==> src/rtl/fifo_evt_pkg.sv <==
// Shared definitions for the FIFO refill event generator.
// Assumes a 4-bit length code; product width leaves room for code 15 times 4.
package fifo_evt_pkg;
    localparam int CODE_W = 4;
    localparam int PROD_W = CODE_W + 3;

    typedef enum logic [1:0] {
        RATE_HALF    = 2'd0,
        RATE_THIRD   = 2'd1,
        RATE_QUARTER = 2'd2,
        RATE_RSVD    = 2'd3
    } rate_e;

    typedef struct packed {
        logic              ok;     // product is a legal segment size
        logic              quad;   // segment is one quarter of the FIFO
        logic [PROD_W-1:0] words;  // words per event, 0 when not ok
    } seg_cfg_t;
endpackage

==> src/rtl/fevt_cfg_decode.sv <==
// Turns code rate and length code into a segment description.
// Assumes DEPTH divisible by 4; legal sizes are DEPTH/2 and DEPTH/4.
module fevt_cfg_decode
    import fifo_evt_pkg::*;
#(
    parameter int DEPTH = 32
) (
    input  logic [1:0]        rate_i,
    input  logic [CODE_W-1:0] code_i,
    output seg_cfg_t          cfg_o
);
    localparam logic [PROD_W-1:0] HALF_W    = PROD_W'(DEPTH / 2);
    localparam logic [PROD_W-1:0] QUARTER_W = PROD_W'(DEPTH / 4);

    logic [PROD_W-1:0] base;
    logic [PROD_W-1:0] prod;
    logic              legal;

    // Scale (code + 1) by the rate multiplier and judge the result.
    always_comb begin
        base = PROD_W'(code_i) + PROD_W'(1);
        unique case (rate_e'(rate_i))
            RATE_HALF:    prod = base;
            RATE_THIRD:   prod = base << 1;
            RATE_QUARTER: prod = base << 2;
            default:      prod = '0;
        endcase
        legal       = (prod == HALF_W) || (prod == QUARTER_W);
        cfg_o.ok    = legal;
        cfg_o.quad  = legal && (prod == QUARTER_W);
        cfg_o.words = legal ? prod : '0;
    end
endmodule

==> src/rtl/fevt_drain_track.sv <==
// Tracks FIFO fill level and reads within the current segment.
// Flags the read that completes a segment. Reads on an empty FIFO and
// writes on a full FIFO are ignored. Assumes seg_words_i is 0 when idle.
module fevt_drain_track
    import fifo_evt_pkg::*;
#(
    parameter int DEPTH = 32
) (
    input  logic              clk,
    input  logic              rst_n,
    input  logic              clear_i,
    input  logic              wr_i,
    input  logic              rd_i,
    input  logic [PROD_W-1:0] seg_words_i,
    output logic              seg_done_o
);
    localparam int FILL_W  = $clog2(DEPTH + 1);
    localparam int DRAIN_W = $clog2(DEPTH);

    logic [FILL_W-1:0]  fill_q;
    logic [DRAIN_W-1:0] drain_q;
    logic               rd_ok;
    logic               wr_ok;
    logic               last_rd;

    // Qualify strobes against the fill level and detect segment completion.
    always_comb begin
        rd_ok   = rd_i && (fill_q != '0);
        wr_ok   = wr_i && (fill_q != FILL_W'(DEPTH));
        last_rd = rd_ok && (seg_words_i != '0) &&
                  (PROD_W'(drain_q) == seg_words_i - PROD_W'(1));
        seg_done_o = last_rd;
    end

    // Fill level: writes in, reads out.
    always_ff @(posedge clk) begin
        if (!rst_n || clear_i) begin
            fill_q <= '0;
        end else begin
            unique case ({wr_ok, rd_ok})
                2'b10:   fill_q <= fill_q + FILL_W'(1);
                2'b01:   fill_q <= fill_q - FILL_W'(1);
                default: fill_q <= fill_q;
            endcase
        end
    end

    // Position of the next read inside the current segment.
    always_ff @(posedge clk) begin
        if (!rst_n || clear_i) begin
            drain_q <= '0;
        end else if (rd_ok) begin
            drain_q <= last_rd ? '0 : drain_q + DRAIN_W'(1);
        end
    end
endmodule

==> src/rtl/fevt_sched.sv <==
// Issues refill events from a pool of free segments, one pulse at a time
// with a gap in between, and stops once the requested words reach the
// frame total. Assumes the config inputs stay stable between starts.
module fevt_sched
    import fifo_evt_pkg::*;
#(
    parameter int FRAME_W = 16,
    parameter int DEPTH   = 32
) (
    input  logic               clk,
    input  logic               rst_n,
    input  logic               start_i,
    input  logic               new_ok_i,
    input  logic               new_quad_i,
    input  seg_cfg_t           cur_cfg_i,
    input  logic [FRAME_W-1:0] frame_words_i,
    input  logic               seg_done_i,
    output logic               evt_o
);
    localparam int QUARTERS = 4;
    localparam int HALVES   = 2;
    localparam int PEND_W   = $clog2(QUARTERS + 1);
    localparam int REQ_W    = FRAME_W + 1;

    logic               active_q;
    logic               evt_q;
    logic [FRAME_W-1:0] frame_q;
    logic [REQ_W-1:0]   req_q;
    logic [PEND_W-1:0]  pend_q;
    logic [PEND_W-1:0]  pend_cap;
    logic [PEND_W-1:0]  pend_left;
    logic [PEND_W-1:0]  pend_nxt;
    logic               fire;

    // Decide whether to issue an event this cycle and update free segments.
    always_comb begin
        pend_cap  = cur_cfg_i.quad ? PEND_W'(QUARTERS) : PEND_W'(HALVES);
        fire      = active_q && cur_cfg_i.ok && !evt_q && (pend_q != '0) &&
                    (req_q < REQ_W'(frame_q));
        pend_left = pend_q - PEND_W'(fire);
        pend_nxt  = (seg_done_i && (pend_left != pend_cap)) ?
                    pend_left + PEND_W'(1) : pend_left;
    end

    // Capture the frame at start; otherwise count requests and issue pulses.
    always_ff @(posedge clk) begin
        if (!rst_n) begin
            active_q <= 1'b0;
            evt_q    <= 1'b0;
            frame_q  <= '0;
            req_q    <= '0;
            pend_q   <= '0;
        end else if (start_i) begin
            active_q <= 1'b1;
            evt_q    <= 1'b0;
            frame_q  <= frame_words_i;
            req_q    <= '0;
            pend_q   <= !new_ok_i   ? '0 :
                        new_quad_i  ? PEND_W'(QUARTERS) : PEND_W'(HALVES);
        end else begin
            evt_q  <= fire;
            pend_q <= pend_nxt;
            if (fire) begin
                req_q <= req_q + REQ_W'(cur_cfg_i.words);
            end
        end
    end

    assign evt_o = evt_q;
endmodule

==> src/rtl/fifo_evt_gen.sv <==
// Top of the FIFO refill event generator: decodes the segment size,
// captures it at start, tracks draining and schedules refill events.
// Assumes a synchronous active-low reset and a single-cycle start pulse.
module fifo_evt_gen
    import fifo_evt_pkg::*;
#(
    parameter  int DEPTH   = 32,
    parameter  int FRAME_W = 16,
    localparam int SEG_W   = $clog2(DEPTH / 2) + 1
) (
    input  logic               clk,
    input  logic               rst_n,
    input  logic               start_i,
    input  logic [1:0]         rate_sel_i,
    input  logic [CODE_W-1:0]  len_code_i,
    input  logic [FRAME_W-1:0] frame_words_i,
    input  logic               wr_i,
    input  logic               rd_i,
    output logic               evt_o,
    output logic [SEG_W-1:0]   seg_words_o,
    output logic               quad_mode_o,
    output logic               cfg_err_o
);
    seg_cfg_t dec_cfg;
    seg_cfg_t cfg_q;
    logic     err_q;
    logic     seg_done;

    fevt_cfg_decode #(.DEPTH(DEPTH)) u_decode (
        .rate_i (rate_sel_i),
        .code_i (len_code_i),
        .cfg_o  (dec_cfg)
    );

    // Hold the segment description captured at the last start.
    always_ff @(posedge clk) begin
        if (!rst_n) begin
            cfg_q <= '0;
            err_q <= 1'b0;
        end else if (start_i) begin
            cfg_q <= dec_cfg;
            err_q <= !dec_cfg.ok;
        end
    end

    fevt_drain_track #(.DEPTH(DEPTH)) u_drain (
        .clk         (clk),
        .rst_n       (rst_n),
        .clear_i     (start_i),
        .wr_i        (wr_i),
        .rd_i        (rd_i),
        .seg_words_i (cfg_q.words),
        .seg_done_o  (seg_done)
    );

    fevt_sched #(.FRAME_W(FRAME_W), .DEPTH(DEPTH)) u_sched (
        .clk           (clk),
        .rst_n         (rst_n),
        .start_i       (start_i),
        .new_ok_i      (dec_cfg.ok),
        .new_quad_i    (dec_cfg.quad),
        .cur_cfg_i     (cfg_q),
        .frame_words_i (frame_words_i),
        .seg_done_i    (seg_done),
        .evt_o         (evt_o)
    );

    assign seg_words_o = SEG_W'(cfg_q.words);
    assign quad_mode_o = cfg_q.quad;
    assign cfg_err_o   = err_q;
endmodule

==> config.mk <==
export PLATFORM = sky130hd
export DESIGN_NAME = fifo_evt_gen
export DESIGN_NICKNAME = d
export VERILOG_FILES = /design/src/rtl/fifo_evt_pkg.sv /design/src/rtl/fevt_cfg_decode.sv /design/src/rtl/fevt_drain_track.sv /design/src/rtl/fevt_sched.sv /design/src/rtl/fifo_evt_gen.sv
export SDC_FILE = /design/constraint.sdc
export NUM_CORES = 1
export LEC_CHECK = 0
export BUFFER_PORTS_ARGS = -buffer_cell sky130_fd_sc_hd__buf_2
export CORE_MARGIN = 5
export CORE_UTILIZATION = 64
export DETAILED_ROUTE_END_ITERATION = 8
export PLACE_DENSITY = 0.91
export SLEW_MARGIN = 20
export SYNTH_ARGS = -nofsm -noshare
export SYNTH_HDL_FRONTEND = slang
export SYNTH_SLANG_ARGS = --single-unit
==> constraint.sdc <==
create_clock -name clk -period 5.7 [get_ports clk]
set_clock_uncertainty 0.1 [all_clocks]
set_input_delay 0.285 -clock clk [delete_from_list [all_inputs] [get_ports clk]]
set_output_delay 0.285 -clock clk [all_outputs]
set_load 0.05 [all_outputs]
==> key figures <==
Clocking
  – CTS sink count: 59
  – CTS Hold Bufs: 0
  – Cts bufs inserted: 9
  – Clock transition at path regs: 0.06 ns
  – Root buffer cell: clkbuf_8
  – # Post-CTS Setup Buffers: 0
  – PostCTS Resize Cnt: 0
  – Maximum clock path buffer count: 2
  – Worst-skew pair later-pin latency: 0.35 ns
  – CTS tree: done
  – CTS HTree Levels: 3

Timing
  – Fin. Hold Viols: 0
  – Period utilisation layout: 0.7359
  – RSZ-0062 raised after global routing: false
  – Setup TNS: 0 ns
  – Pins over their slew limit: 0
  – Worst-Margin Slew: 1.022 ns
  – Max transition margin: 0.3169
  – Hold WS: 0.09506 ns
  – Final setup violating endpoints: 0
  – Final setup margin: 1.505 ns
  – FMAX: 0.2384 GHz
  – Tmin final: 4.195 ns

Final layout
  – Layout area overhead: 11.87%
  – Seq. cell area: between 1000 and 1500 µm²
  – Layout cells sized above 1: 0.1396
  – Fin nets: 502
  – Filler cells: 389
  – Multi-input gate area: around 2200 µm²
  – Ant diodes: 0

Synthesis
  – Area leader, netlist: dfxtp_1
  – Mapped Area: 3595 µm²
  – Average instance area after synthesis: 8.683 µm²
  – Synth Flop Type: dfxtp_1
  – Synthesized Nets: 477
  – Register bit total from synthesis: 59
  – Synth unique cells: 57
  – Post-synth EDFFs: 0
  – Synth Warn #: 0
  – Synth top area share: 0.3286
  – Sequential area share after synthesis: 0.3286
  – Top post-synthesis cells by area: dfxtp_1 33%, ha_1 12%, mux2i_1 5.3%, a21oi_1 4.3%, nor2b_1 3.7%
  – Mapped Cells: around 410
  – Async S/R FF share, synth: 0

Global route
  – Initial antenna violation count: 0
  – Largest net degree at the start of global routing: 29
  – First-pass GRT wire length: 13,920 µm
  – GRT overflow: 0
  – Gr usage total: 0.2372
  – Vias in the first global route: about 3,100

Drt
  – Residual DRC: 0
  – Routed len/inst: 15.43 µm
  – Aggregate routed wire length: 7964 µm
  – Vias after detailed routing: about 3,100
  – First drt pass iteration count: 5
  – Detailed Route Iter0 Violations: around 360
  – Antenna-violating nets left: 0
  – Vias/cell: 5.973

Worst setup path
  – CP Capture Type: flip-flop
  – CP max FO: 16
  – Worst EP arrival: 4.28 ns
  – Setup slack, reg-to-reg: 1.51 ns
  – CP Data Required Time: 5.79 ns
  – Setup CP Type: reg -> reg
  – CP startpoint kind: flip-flop

Floorplanning
  – Core Area: approximately 5500 µm²
  – Die area: slightly above 7000 µm²
  – Die Ht: 84.95 µm
  – Die W: 84.95 µm
  – # IOs: 35
  – Rows: 27
  – Starting Density: 0.6568

Outcome
  – Run status: complete, no violations

Power and ir drop
  – Cell Pwr Density: 253.5 nW/µm²
  – VDD IR max: 0.1553 mV
  – Lkg Pwr: about 1.8 nW

Flow run
  – Max-capacitance violation count: 0

Placement
  – Dpl ws: 1.731 ns
  – Hpwl dp: 5489 µm
  – RePlAce Congestion: 0.8644
  – Port Buffers: 34

Hold path
  – Worst Hold Class: in -> reg
==> power by group <==
group | internal (mW) | switching [mW]
Clock | 0.325 | 0.164
Sequential | 0.423 | 0.00772
Combinational | 0.0401 | 0.0590
Total | 0.789 | 0.231
==> cell usage after synthesis, types with 4 or more instances <==
cell type  count
nand4_1        7
clkbuf_1      11
a21o_1         8
mux2i_1       19
buf_4          5
nand2b_1       6
nand3_1       12
nand2_1       18
nor3_1        11
xor2_1        12
ha_1          34
a21oi_1       31
a31o_2         4
nor2_1        30
o21ai_0       11
nor2b_1       21
inv_1         32
dfxtp_1       59
o21a_1         8
xnor2_1       11
==> area by class of cell <==
class                      instances  area share
multi-input combinational        303      0.5470
inverter                          32     0.02987
clock inverter                     4     0.02365
clock buffer                      12     0.04107
tap                               72     0.02240
sequential                        59      0.2937
timing repair buffer              34     0.04231
==> registers in the layout, summed over array words and instances, names as in the netlist <==
register          count
u_sched.pend_q        3
seg_words_o           5
u_sched.req_q        17
u_drain.fill_q        6
u_drain.drain_q       5
quad_mode_o           1
u_sched.evt_o         1
cfg_q                 3
u_sched.active_q      1
cfg_err_o             1
u_sched.frame_q      16
==> worst paths after layout <==
kind	start	endpoint	depth (start not counted)
worst max-delay path	u_sched.frame_q[10]	u_sched.pend_q[0]	17
worst min-delay path	frame_words_i[15]	u_sched.frame_q[15]	3
worst max register to register	u_sched.frame_q[10]	u_sched.pend_q[0]	17
worst min register to register	u_sched.active_q	u_sched.active_q	1
==> metrics by stage <==
step,instances,util,total power [mW],cell area [µm²]
2_1_floorplan,414,-,0.5118,3595
3_3_place_gp,500,0.6868,0.5326,3759
3_5_place_dp,500,0.6872,0.5371,3761
4_1_cts,516,0.7348,1.025,4021
5_1_grt,516,0.7348,1.058,4021
6_report,516,0.7348,1.019,4021
==> layout by cell type (no fill, tap or decap), types with 3 or more instances in the layout <==
master	count
a211oi_1	3
a21o_1	8
a21oi_1	31
a31o_2	4
and2_1	3
buf_2	34
bufinv_16	3
clkbuf_8	12
dfxtp_1	59
ha_1	34
inv_1	32
mux2i_1	19
nand2_1	18
nand2b_1	6
nand3_1	12
nand4_1	7
nor2_1	30
nor2b_1	20
nor3_1	11
nor4_1	3
o211ai_1	3
o21a_1	8
o21ai_0	11
o21ai_1	3
o31ai_1	3
o41ai_1	3
or3_1	3
or4_1	3
xnor2_1	11
xor2_1	12
==> metal layers <==
metal | vias up | track usage | share of wire
li1 | 1515 | - | -
met1 | 1403 | 0.2940 | 0.43
met3 | 25 | 0.06505 | 0.070
met5 | - | 0 | 0
met2 | 139 | 0.3884 | 0.48
met4 | 0 | 0.09640 | 0.026
==> worst max-delay path, cell delays in order, from the launching register on <==
cell and delay, ns:
dfxtp_1 0.32, inv_1 0.05, ha_1 0.29, a21oi_1 0.14, nor2_1 0.06, a211oi_1 0.31, o211ai_1 0.21, o21ai_2 0.56
nand2_1 0.31, inv_1 0.19, ha_1 0.17, ha_1 0.16, xor2_1 0.29, and3_1 0.20, o21ai_0 0.17, and2_1 0.23
a21oi_1 0.20, nor2_1 0.07
==> cells by family (layout without fill, tap and decap cells) <==
family | after synthesis | in the layout | synth area share
flip-flops | 59 | 59 | 0.3286
AND/OR/NAND/NOR | 133 | 133 | 0.2061
XOR/XNOR | 23 | 23 | 0.05604
adder cells (fa/ha/maj) | 36 | 36 | 0.1295
multiplexers | 19 | 19 | 0.05291
AO/OA/AOI/OAI | 92 | 92 | 0.1667
buffers and inverters | 52 | 82 | 0.06022
(Power assumes the default switching activity.)
